### src/rtl/trap_stack_pkg.sv
package trap_stack_pkg;

  // fixed positions of the packed state word fields
  localparam int CC_LSB  = 32;
  localparam int ASI_LSB = 24;
  localparam int PS_LSB  = 8;
  localparam int CWP_LSB = 0;

  localparam int ASI_W = 8;
  localparam int PS_W  = 12;
  localparam int CWP_W = 8;
  localparam int TT_W  = 9;
  localparam int VEC_SHIFT = 5;

  localparam logic [PS_W-1:0] PS_KEEP  = 12'hF3F;
  localparam logic [PS_W-1:0] PS_AG    = 12'h001;
  localparam logic [PS_W-1:0] PS_PRIV  = 12'h004;
  localparam logic [PS_W-1:0] PS_FPEN  = 12'h010;
  localparam logic [PS_W-1:0] PS_RED   = 12'h020;
  localparam logic [PS_W-1:0] PS_ENTRY = PS_AG | PS_PRIV | PS_FPEN;

  typedef enum logic [1:0] {
    RET_NONE  = 2'b00,
    RET_RETRY = 2'b01,
    RET_DONE  = 2'b10,
    RET_RSVD  = 2'b11
  } ret_cmd_e;

  typedef enum logic [2:0] {
    ACT_IDLE,
    ACT_ENTER,
    ACT_FAULT,
    ACT_POP,
    ACT_BADRET
  } stk_act_e;

endpackage

### src/rtl/tsk_word_codec.sv
module tsk_word_codec
  import trap_stack_pkg::*;
#(
  parameter int CC_W = 8,
  localparam int WORD_W = CC_LSB + CC_W
) (
  input  logic [CC_W-1:0]   pk_cc,
  input  logic [ASI_W-1:0]  pk_asi,
  input  logic [PS_W-1:0]   pk_ps,
  input  logic [CWP_W-1:0]  pk_cwp,
  output logic [WORD_W-1:0] pk_word,
  input  logic [WORD_W-1:0] up_word,
  output logic [CC_W-1:0]   up_cc,
  output logic [ASI_W-1:0]  up_asi,
  output logic [PS_W-1:0]   up_ps,
  output logic [CWP_W-1:0]  up_cwp
);

  localparam int PS_SLOT = ASI_LSB - PS_LSB;

  logic [PS_SLOT-1:0] up_ps_slot;

  always_comb begin
    pk_word = '0;
    pk_word[CC_LSB  +: CC_W]  = pk_cc;
    pk_word[ASI_LSB +: ASI_W] = pk_asi;
    pk_word[PS_LSB  +: PS_W]  = pk_ps & PS_KEEP;
    pk_word[CWP_LSB +: CWP_W] = pk_cwp;
  end

  assign up_cc      = up_word[CC_LSB  +: CC_W];
  assign up_asi     = up_word[ASI_LSB +: ASI_W];
  assign up_ps_slot = up_word[PS_LSB  +: PS_SLOT];
  assign up_ps      = PS_W'(up_ps_slot & PS_SLOT'(PS_KEEP));
  assign up_cwp     = up_word[CWP_LSB +: CWP_W];

endmodule

### src/rtl/tsk_level_ctl.sv
module tsk_level_ctl
  import trap_stack_pkg::*;
#(
  parameter int MAX_LVL = 5,
  localparam int LVL_W = $clog2(MAX_LVL + 1)
) (
  input  logic             clk,
  input  logic             rst,
  input  logic             trap_req,
  input  ret_cmd_e         ret_cmd,
  output logic [LVL_W-1:0] lvl,
  output stk_act_e         act,
  output logic [LVL_W-1:0] slot_idx,
  output logic             red_zone,
  output logic             deep_lvl
);

  localparam logic [LVL_W-1:0] TOP = LVL_W'(MAX_LVL);
  localparam logic [LVL_W-1:0] ONE = LVL_W'(1);

  logic is_ret;

  assign is_ret = (ret_cmd == RET_RETRY) || (ret_cmd == RET_DONE);

  always_comb begin
    act = ACT_IDLE;
    if (trap_req) begin
      act = (lvl == TOP) ? ACT_FAULT : ACT_ENTER;
    end else if (is_ret) begin
      act = (lvl == '0) ? ACT_BADRET : ACT_POP;
    end
  end

  assign slot_idx = (act == ACT_POP) ? (lvl - ONE) : lvl;
  assign red_zone = (lvl >= (TOP - ONE));
  assign deep_lvl = (lvl > ONE);

  always_ff @(posedge clk) begin
    if (rst) begin
      lvl <= '0;
    end else begin
      case (act)
        ACT_ENTER: lvl <= lvl + ONE;
        ACT_POP:   lvl <= lvl - ONE;
        default:   lvl <= lvl;
      endcase
    end
  end

endmodule

### src/rtl/tsk_slot_ram.sv
module tsk_slot_ram #(
  parameter int DEPTH = 5,
  parameter int WIDTH = 64,
  parameter int AW    = 3
) (
  input  logic             clk,
  input  logic             we,
  input  logic [AW-1:0]    addr,
  input  logic [WIDTH-1:0] wdata,
  output logic [WIDTH-1:0] rdata
);

  logic [WIDTH-1:0] mem [DEPTH];

  always_ff @(posedge clk) begin
    if (we) begin
      mem[addr] <= wdata;
    end
  end

  assign rdata = mem[addr];

endmodule

### src/rtl/trap_stack.sv
module trap_stack
  import trap_stack_pkg::*;
#(
  parameter int MAX_LVL = 5,
  parameter int PC_W    = 64,
  parameter int CC_W    = 8,
  localparam int LVL_W  = $clog2(MAX_LVL + 1)
) (
  input  logic               clk,
  input  logic               rst,
  input  logic               trap_req,
  input  logic [TT_W-1:0]    trap_type,
  input  logic [1:0]         ret_cmd,
  input  logic [PC_W-16:0]   tba_hi,
  input  logic [PC_W-1:0]    cur_pc,
  input  logic [PC_W-1:0]    cur_npc,
  input  logic [CC_W-1:0]    cur_cc,
  input  logic [ASI_W-1:0]   cur_asi,
  input  logic [PS_W-1:0]    cur_pstate,
  input  logic [CWP_W-1:0]   cur_cwp,
  output logic               redirect_vld,
  output logic [PC_W-1:0]    new_pc,
  output logic [PC_W-1:0]    new_npc,
  output logic [CC_W-1:0]    new_cc,
  output logic [ASI_W-1:0]   new_asi,
  output logic [PS_W-1:0]    new_pstate,
  output logic [CWP_W-1:0]   new_cwp,
  output logic [TT_W-1:0]    new_tt,
  output logic [LVL_W-1:0]   trap_level,
  output logic               error_state,
  output logic               illegal_ret
);

  localparam int WORD_W = CC_LSB + CC_W;
  localparam int ENT_W  = WORD_W + 2 * PC_W + TT_W;
  localparam logic [PC_W-1:0] STEP = PC_W'(4);

  ret_cmd_e         cmd;
  stk_act_e         act;
  logic [LVL_W-1:0] slot_idx;
  logic             red_zone;
  logic             deep_lvl;

  logic [WORD_W-1:0] wr_word, rd_word;
  logic [ENT_W-1:0]  wr_ent, rd_ent;
  logic [CC_W-1:0]   rd_cc;
  logic [ASI_W-1:0]  rd_asi;
  logic [PS_W-1:0]   rd_ps;
  logic [CWP_W-1:0]  rd_cwp;
  logic [PC_W-1:0]   rd_pc, rd_npc;
  logic [TT_W-1:0]   rd_tt;
  logic [PC_W-1:0]   vec_pc;

  assign cmd = ret_cmd_e'(ret_cmd);

  tsk_level_ctl #(.MAX_LVL(MAX_LVL)) lvl_i (
    .clk      (clk),
    .rst      (rst),
    .trap_req (trap_req),
    .ret_cmd  (cmd),
    .lvl      (trap_level),
    .act      (act),
    .slot_idx (slot_idx),
    .red_zone (red_zone),
    .deep_lvl (deep_lvl)
  );

  tsk_word_codec #(.CC_W(CC_W)) codec_i (
    .pk_cc   (cur_cc),
    .pk_asi  (cur_asi),
    .pk_ps   (cur_pstate),
    .pk_cwp  (cur_cwp),
    .pk_word (wr_word),
    .up_word (rd_word),
    .up_cc   (rd_cc),
    .up_asi  (rd_asi),
    .up_ps   (rd_ps),
    .up_cwp  (rd_cwp)
  );

  assign wr_ent = {wr_word, cur_pc, cur_npc, trap_type};
  assign {rd_word, rd_pc, rd_npc, rd_tt} = rd_ent;

  tsk_slot_ram #(.DEPTH(MAX_LVL), .WIDTH(ENT_W), .AW(LVL_W)) ram_i (
    .clk   (clk),
    .we    (act == ACT_ENTER),
    .addr  (slot_idx),
    .wdata (wr_ent),
    .rdata (rd_ent)
  );

  // vector: base upper bits, deep-level bit, type, 32-byte slot
  assign vec_pc = {tba_hi, deep_lvl, trap_type, {VEC_SHIFT{1'b0}}};

  always_ff @(posedge clk) begin
    if (rst) begin
      redirect_vld <= 1'b0;
      error_state  <= 1'b0;
      illegal_ret  <= 1'b0;
      new_pc       <= '0;
      new_npc      <= '0;
      new_cc       <= '0;
      new_asi      <= '0;
      new_pstate   <= '0;
      new_cwp      <= '0;
      new_tt       <= '0;
    end else begin
      redirect_vld <= (act == ACT_ENTER) || (act == ACT_POP);
      error_state  <= (act == ACT_FAULT);
      illegal_ret  <= (act == ACT_BADRET);
      case (act)
        ACT_ENTER: begin
          new_pc     <= vec_pc;
          new_npc    <= vec_pc + STEP;
          new_cc     <= cur_cc;
          new_asi    <= cur_asi;
          new_pstate <= PS_ENTRY | (red_zone ? PS_RED : '0);
          new_cwp    <= cur_cwp;
          new_tt     <= trap_type;
        end
        ACT_POP: begin
          if (cmd == RET_DONE) begin
            new_pc  <= rd_npc;
            new_npc <= rd_npc + STEP;
          end else begin
            new_pc  <= rd_pc;
            new_npc <= rd_npc;
          end
          new_cc     <= rd_cc;
          new_asi    <= rd_asi;
          new_pstate <= rd_ps;
          new_cwp    <= rd_cwp;
          new_tt     <= rd_tt;
        end
        default: ;
      endcase
    end
  end

endmodule

### config.mk
export PLATFORM = sky130hd
export DESIGN_NAME = trap_stack
export DESIGN_NICKNAME = d
export VERILOG_FILES = /design/src/rtl/trap_stack_pkg.sv /design/src/rtl/tsk_word_codec.sv /design/src/rtl/tsk_level_ctl.sv /design/src/rtl/tsk_slot_ram.sv /design/src/rtl/trap_stack.sv
export SDC_FILE = /design/constraint.sdc
export NUM_CORES = 1
export LEC_CHECK = 0
export ABC_AREA = 1
export ABC_CLOCK_PERIOD_IN_PS = 29700
export CAP_MARGIN = 20
export CORE_ASPECT_RATIO = 0.9
export CORE_MARGIN = 4
export CORE_UTILIZATION = 41
export DETAILED_ROUTE_END_ITERATION = 8
export GPL_TIMING_DRIVEN = 0
export SYNTH_ARGS = -nofsm -noshare
export SYNTH_HDL_FRONTEND = slang
export SYNTH_SLANG_ARGS = --single-unit
### constraint.sdc
create_clock -name clk -period 29.7 [get_ports clk]
set_clock_uncertainty 0.2 [all_clocks]
set_input_delay 4.455 -clock clk [delete_from_list [all_inputs] [get_ports clk]]
set_output_delay 4.455 -clock clk [all_outputs]
set_load 0.1 [all_outputs]
# Yosys cells after proc, flatten, opt, wreduce, memory -nomap -nowiden
# Memory sizes are Yosys's and may differ from the RTL's.
# Index checks and enable logic that the tools add are counted.
[classes]
muxes = 18
mul = 0
eq_ne = 7
bitwise = 0
add_sub_neg = 4
div = 0
n_reduce_logical = 4
n_shift = 0
n_lt_le_gt_ge = 2
[ops]
columns = ["op", "n"]
rows = [
  ["one-hot mux 64 bit (2 select lines)", 2],
  ["adder 64 x 3 -> 64 bit (second input constant)", 2],
  ["two-way mux 64 bit", 2],
  ["one-hot mux 8 bit (2 select lines)", 3],
  ["one-hot mux 12 bit (2 select lines)", 1],
  ["one-hot mux 9 bit (2 select lines)", 1],
  ["two-way mux 3 bit", 4],
  ["== test 3 x 2 -> 1 bit (second input constant)", 2],
  ["== test 3 bit (second input constant)", 2],
  ["two-way mux 6 bit", 1],
  ["one-hot mux 3 bit (2 select lines)", 1],
  ["adder 3 x 1 -> 3 bit (second input constant)", 1],
  ["== test 3 x 1 -> 1 bit (second input constant)", 1],
  ["greater-or-equal comparator 3 bit (second input constant)", 1],
  ["greater-than comparator 3 x 1 -> 1 bit (second input constant)", 1],
  ["logical NOT 3 bit", 1],
  ["subtractor 3 x 1 -> 3 bit (second input constant)", 1],
  ["== test 2 x 1 -> 1 bit (second input constant)", 1],
  ["== test 2 bit (second input constant)", 1],
  ["logical OR 1 bit", 2],
  ["two-way mux 1 bit", 2],
  ["two-way mux 2 bit", 1],
  ["nonzero test 2 bit", 1],
]
[word_totals]
romBits = 0
ff_bits = 179
mem_count = 1
ramBits = 855
latchBits = 0
output_inout_bits = 179
[memory_table]
columns = ["memory", "words", "width", "read_ports", "rd_clocked_by_memory_dff", "write_ports", "line_no", "text"]
rows = [
  ["ram_i.mem", 5, 171, 1, 0, 1, "tsk_slot_ram.sv:13", "logic [WIDTH-1:0] mem [DEPTH];"],
]

# Logic depth before layout (Yosys ltp)
# An unclocked memory read counts as a cell.
[logic_depth]
depth_word = 10
ltp_mapped = 31
depth_no_buf = 26

# Modules after synthesis
# From an unflattened synthesis, not the netlist that was laid out.
[hier_totals]
cells_unflattened = 4700
hier_area_um2 = 46389.5
[by_module_without_submodules]
columns = ["mod", "cells_each", "area_per_inst_um2", "n_inst"]
rows = [
  ["tsk_slot_ram", 3157, 35883.2, 1],
  ["trap_stack", 1407, 9549.2, 1],
  ["tsk_word_codec", 77, 574.3, 1],
  ["tsk_level_ctl", 59, 382.9, 1],
]

# Least setup slack after synthesis
# No wires, ideal clock.
[synth_timing]
path_type = "input -> register"
start = "in ret_cmd[0]"
end = "mem ram_i.mem[4][0] (netlist bit), enable pin"
setup_slack_ns = 9.574
n_path_buf = 9
t_required_ns = 28.589
arrival_time_ns = 19.015
setup_time_ns = 0.911
path_stages = 17
path_cell_list = "inv_1 > ha_1 > inv_1 > nand2_4 > nor2_8 > clkbuf_1 > clkbuf_1 > ha_1 > buf_2 > clkbuf_1 > buf_2 > buf_2 > buf_2 > buf_2 > buf_1 > nand2_1 > nor3_1"
[synth_between]
elab_chain_len = 7
word_cells_on_any_way = 10
cone_classes = "eq/ne (4); mux (5); reduce/logical (1)"
[synth_rtl]
columns = ["element", "line_no", "text"]
rows = [
  ["start: declaration", "trap_stack.sv:13", "input logic [1:0] ret_cmd,"],
  ["== test 2 x 1 -> 1 bit / == test 2 bit (equally long branches)", "tsk_level_ctl.sv:23", "assign is_ret = (ret_cmd == RET_RETRY) || (ret_cmd == RET_DONE);"],
  ["logical OR 1 bit (*)", "tsk_level_ctl.sv:23", ""],
  ["two-way mux 3 bit (*)", "tsk_level_ctl.sv:29", "end else if (is_ret) begin"],
  ["two-way mux 3 bit (*)", "tsk_level_ctl.sv:27", "if (trap_req) begin"],
  ["== test 3 x 1 -> 1 bit", "trap_stack.sv:86", ".we (act == ACT_ENTER),"],
  ["two-way mux 1 bit", "tsk_slot_ram.sv:16", "if (we) begin"],
  ["two-way mux 1 bit (implied by the code)", "tsk_slot_ram.sv:17", "mem[addr] <= wdata;"],
  ["end: declaration", "tsk_slot_ram.sv:13", ""],
]
# Mark *: on every way between the ends. The rest lies on a longest branch, timed or not.

# Final worst setup path
[layout_timing]
start = "in ret_cmd[0]"
end = "mem ram_i.mem[4][55] (netlist bit), enable pin"
# The elaborated chain is that of the path after synthesis.

==> out/qor.txt <==
status -> finished, final reports clean
layout cells sized above 1 -> 9.82%
RSZ-0062 raised after global routing -> no
post-synthesis mux area share -> 0.350%
hold-fix buffers at CTS -> 0
Starting Density -> 41.4%
Max stage delay on crit path -> 1.00 ns
clk root buf -> clkbuf_16
number of buffers created by CTS -> 106
post-cts sizing count -> 0
GRT busiest layer -> met2
cell area after synthesis -> 42900 sq um
Post-route DRC -> 0
Final nets -> 4804
Worst Max-Slew Pin Slew -> 1.34 ns
Yosys top cell area share -> 59.8%
fraction of registers with async set or reset after synthesis -> 0%
FMAX -> 78.5 MHz
area grow syn2layout -> 24.7%
Final ANT Viol Nets -> 0
Slew Limit Fails -> 0
syn_area_per_cell -> 10.8 sq um
final HPWL from detailed placement -> 126000 um
die area -> 110000 sq um
count of different cell masters after synthesis -> 52
endpoints failing setup -> 0
Post-Syn Instances -> 3966
# IOs -> 406
top cells by count, synth -> nand2_1, edfxtp_1, a21oi_1, o21ai_0, nor2_1
P_leak -> 19.4 nW
largest family of logic cells by synthesized area -> simple AND/OR/NAND/NOR gates
ys flop type -> edfxtp_1
Setup Buffers After CTS -> 0
Final TNS setup -> 0 ns
met3 Track Usage GR -> 7.99%
Yosys reg bits -> 1032
Filler cells -> 9178
crit-path max FO -> 10
Area contributors post-synth -> edfxtp_1, nand2_1, dfxtp_1
post-synthesis compound-gate area fraction -> 10.3%
CP top delay family -> buffers and inverters
clock slew at reported path FFs -> 0.06 ns
number of max-cap violations -> 0
Buf/Inv on CP -> 17
crit path time final -> 12.74 ns
Synth area leader -> edfxtp_1
pin count of the biggest net entering global routing -> 27
final WL -> 169000 um
area post-placement -> 50000 sq um
Core Area -> 104000 sq um
Placer Congestion -> 0.963
routed len/inst -> 27.9 um
PnR Total Power -> 4.43 mW
final core occ -> 51.5%
slew margin rel. -> 10.9%
CP Capture Type -> flop
met2 GRT Util -> 45.0%
Post-synth EDFFs -> 855
fin area -> 53500 sq um
GRT Overall Usage -> 30.0%
final hold vios -> 0
CTS tree -> yes
Worst path slowest cell -> clkbuf_1
initial antenna violation count -> 24
Startpoint Class -> primary input
GRT overflow -> 0
worst min-delay path category -> reg -> reg
maximum clock insertion buffer count -> 3
Seq/Total Area, Yosys -> 68.0%
top-count cell post-synth -> nand2_1
via count -> 34000
vias in the first global route -> 31700
M1 GR Usage -> 43.3%
synth warn -> 0
first-pass GRT wire length -> 235000 um
Crit Path Category -> in -> reg
Via density -> 5.63
Die Ht -> 315 um
htree depth -> 3
worst hold margin -> 0.268 ns
Worst R2R Path Depth -> 22
most used cell, CP -> buf_2
Skew-Pair Late Insertion Delay -> 0.71 ns
Critical Path AT -> 12.93 ns
Max IR drop VDD -> 0.0472 mV
die width -> 349 um
Critical Path RT -> 29.89 ns
clock sinks -> 1032
input/output buffers -> 401
hold depth -> 2
PD cells -> 82.8 nW/um^2
initial DRC count -> 4403
FP Rows -> 112
final worst path period share -> 42.9%
CP Cell Sequence -> clkdlybuf4s50_1 > inv_1 > ha_1 > inv_1 > nand2_4 > nor2_8 > clkbuf_1 > clkbuf_1 > ha_1 > buf_2 > clkbuf_1 > buf_2 > buf_2 > buf_2 > buf_2 > buf_1 > nand2_1 > nor3_2 > buf_8 > buf_6 > buf_6 > buf_6 > buf_6
area share of xor/xnor cells in the synthesized design -> 0.0408%
adder-cell share of the synthesized area -> 0.233%
Post-Synth Simple-Gate Area -> 17.0%
instance count on the critical path -> 23
First-pass DRT Iterations -> 6
==> sequential cells by signal, indices dropped and copies added, names as in the netlist <==
signal / count
error_state: 1
illegal_ret: 1
lvl_i.lvl: 3
new_asi: 8
new_cc: 8
new_cwp: 8
new_npc: 64
new_pc: 64
new_pstate: 10
new_tt: 9
ram_i.mem: 855
redirect_vld: 1
==> routing by layer <==
metal	up-vias	share of wire, %
li1	15100	-
met1	16700	42
met2	1918	43
met3	262	12
met4	14	2.8
met5	-	0.056
==> kinds of logic after synthesis <==
logic type	count (synthesis)
AOI/OAI and AO/OA	740
xor gates and xnor gates	2
adders and majority gates	8
buffers and inverters	412
DFF	1032
muxes	15
other	1
and+or+nand+nor	1756
==> final cells by class <==
class	count	area (sq um)	area share, %
antenna	12	30.0	0.0561
buffer	228	1010	1.89
clock buffer	154	3070	5.74
clock inverter	47	409	0.764
inverter	184	691	1.29
multi-input combinational	2523	12100	22.5
sequential	1032	29200	54.6
tap	1368	1710	3.20
timing repair buffer	494	5330	9.96
==> worst register-to-register path, delay by kind of cell, from the launching register on <==
family / cells / cell delay [ns]
buf+inv: 16 / 5.92
flops: 1 / 0.40
fa+ha+maj: 2 / 0.54
simple gates: 4 / 1.42
==> report_power, final <==
group	switching (mW)	internal, mW	total (mW)
Clock	0.566	0.770	1.34
Sequential	0.0444	1.72	1.76
Combinational	1.01	0.325	1.34
==> cells in the final DEF, fill, tap and decap left out, types with 10 or more instances in the layout <==
master | synthesis | layout
inv_2 | 12 | 12
nor2_1 | 221 | 219
clkbuf_8 | 0 | 13
buf_8 | 0 | 10
buf_6 | 8 | 59
diode_2 | 0 | 12
clkbuf_1 | 141 | 166
o21ai_0 | 232 | 232
buf_2 | 28 | 29
buf_1 | 34 | 34
a21oi_1 | 260 | 260
dfxtp_1 | 177 | 177
o21bai_1 | 21 | 21
o32ai_1 | 24 | 24
nand4_1 | 11 | 11
clkinv_2 | 0 | 14
a31oi_1 | 68 | 68
buf_4 | 15 | 22
clkinv_1 | 1 | 21
clkbuf_16 | 0 | 111
edfxtp_1 | 855 | 855
a221o_1 | 24 | 24
buf_12 | 0 | 17
nand2_1 | 1179 | 1179
inv_1 | 171 | 171
or2_2 | 86 | 86
mux2i_1 | 15 | 15
nor2_2 | 23 | 23
nand3_1 | 201 | 201
clkdlybuf4s50_1 | 0 | 401
o221ai_1 | 62 | 62
==> stage by stage <==
stage / instances / setup WS, ns
after global placement: 5736 / -5.01
after floorplan: 3967 / 9.57
after global routing: 6036 / 16.91
final: 6042 / 16.96
after CTS: 6028 / 17.08
after detailed placement: 5827 / 16.39
==> worst paths after layout <==
check | from | endpoint | slack (ns)
max reg2reg | lvl_i.lvl[1] | ram_i.mem[4][55] | 20.94
min reg2reg | new_npc[1] | new_npc[1] | 0.27
max | ret_cmd[0] | ram_i.mem[4][55] | 16.96
min | new_npc[1] | new_npc[1] | 0.27
Power figures use the tool's default switching activity.
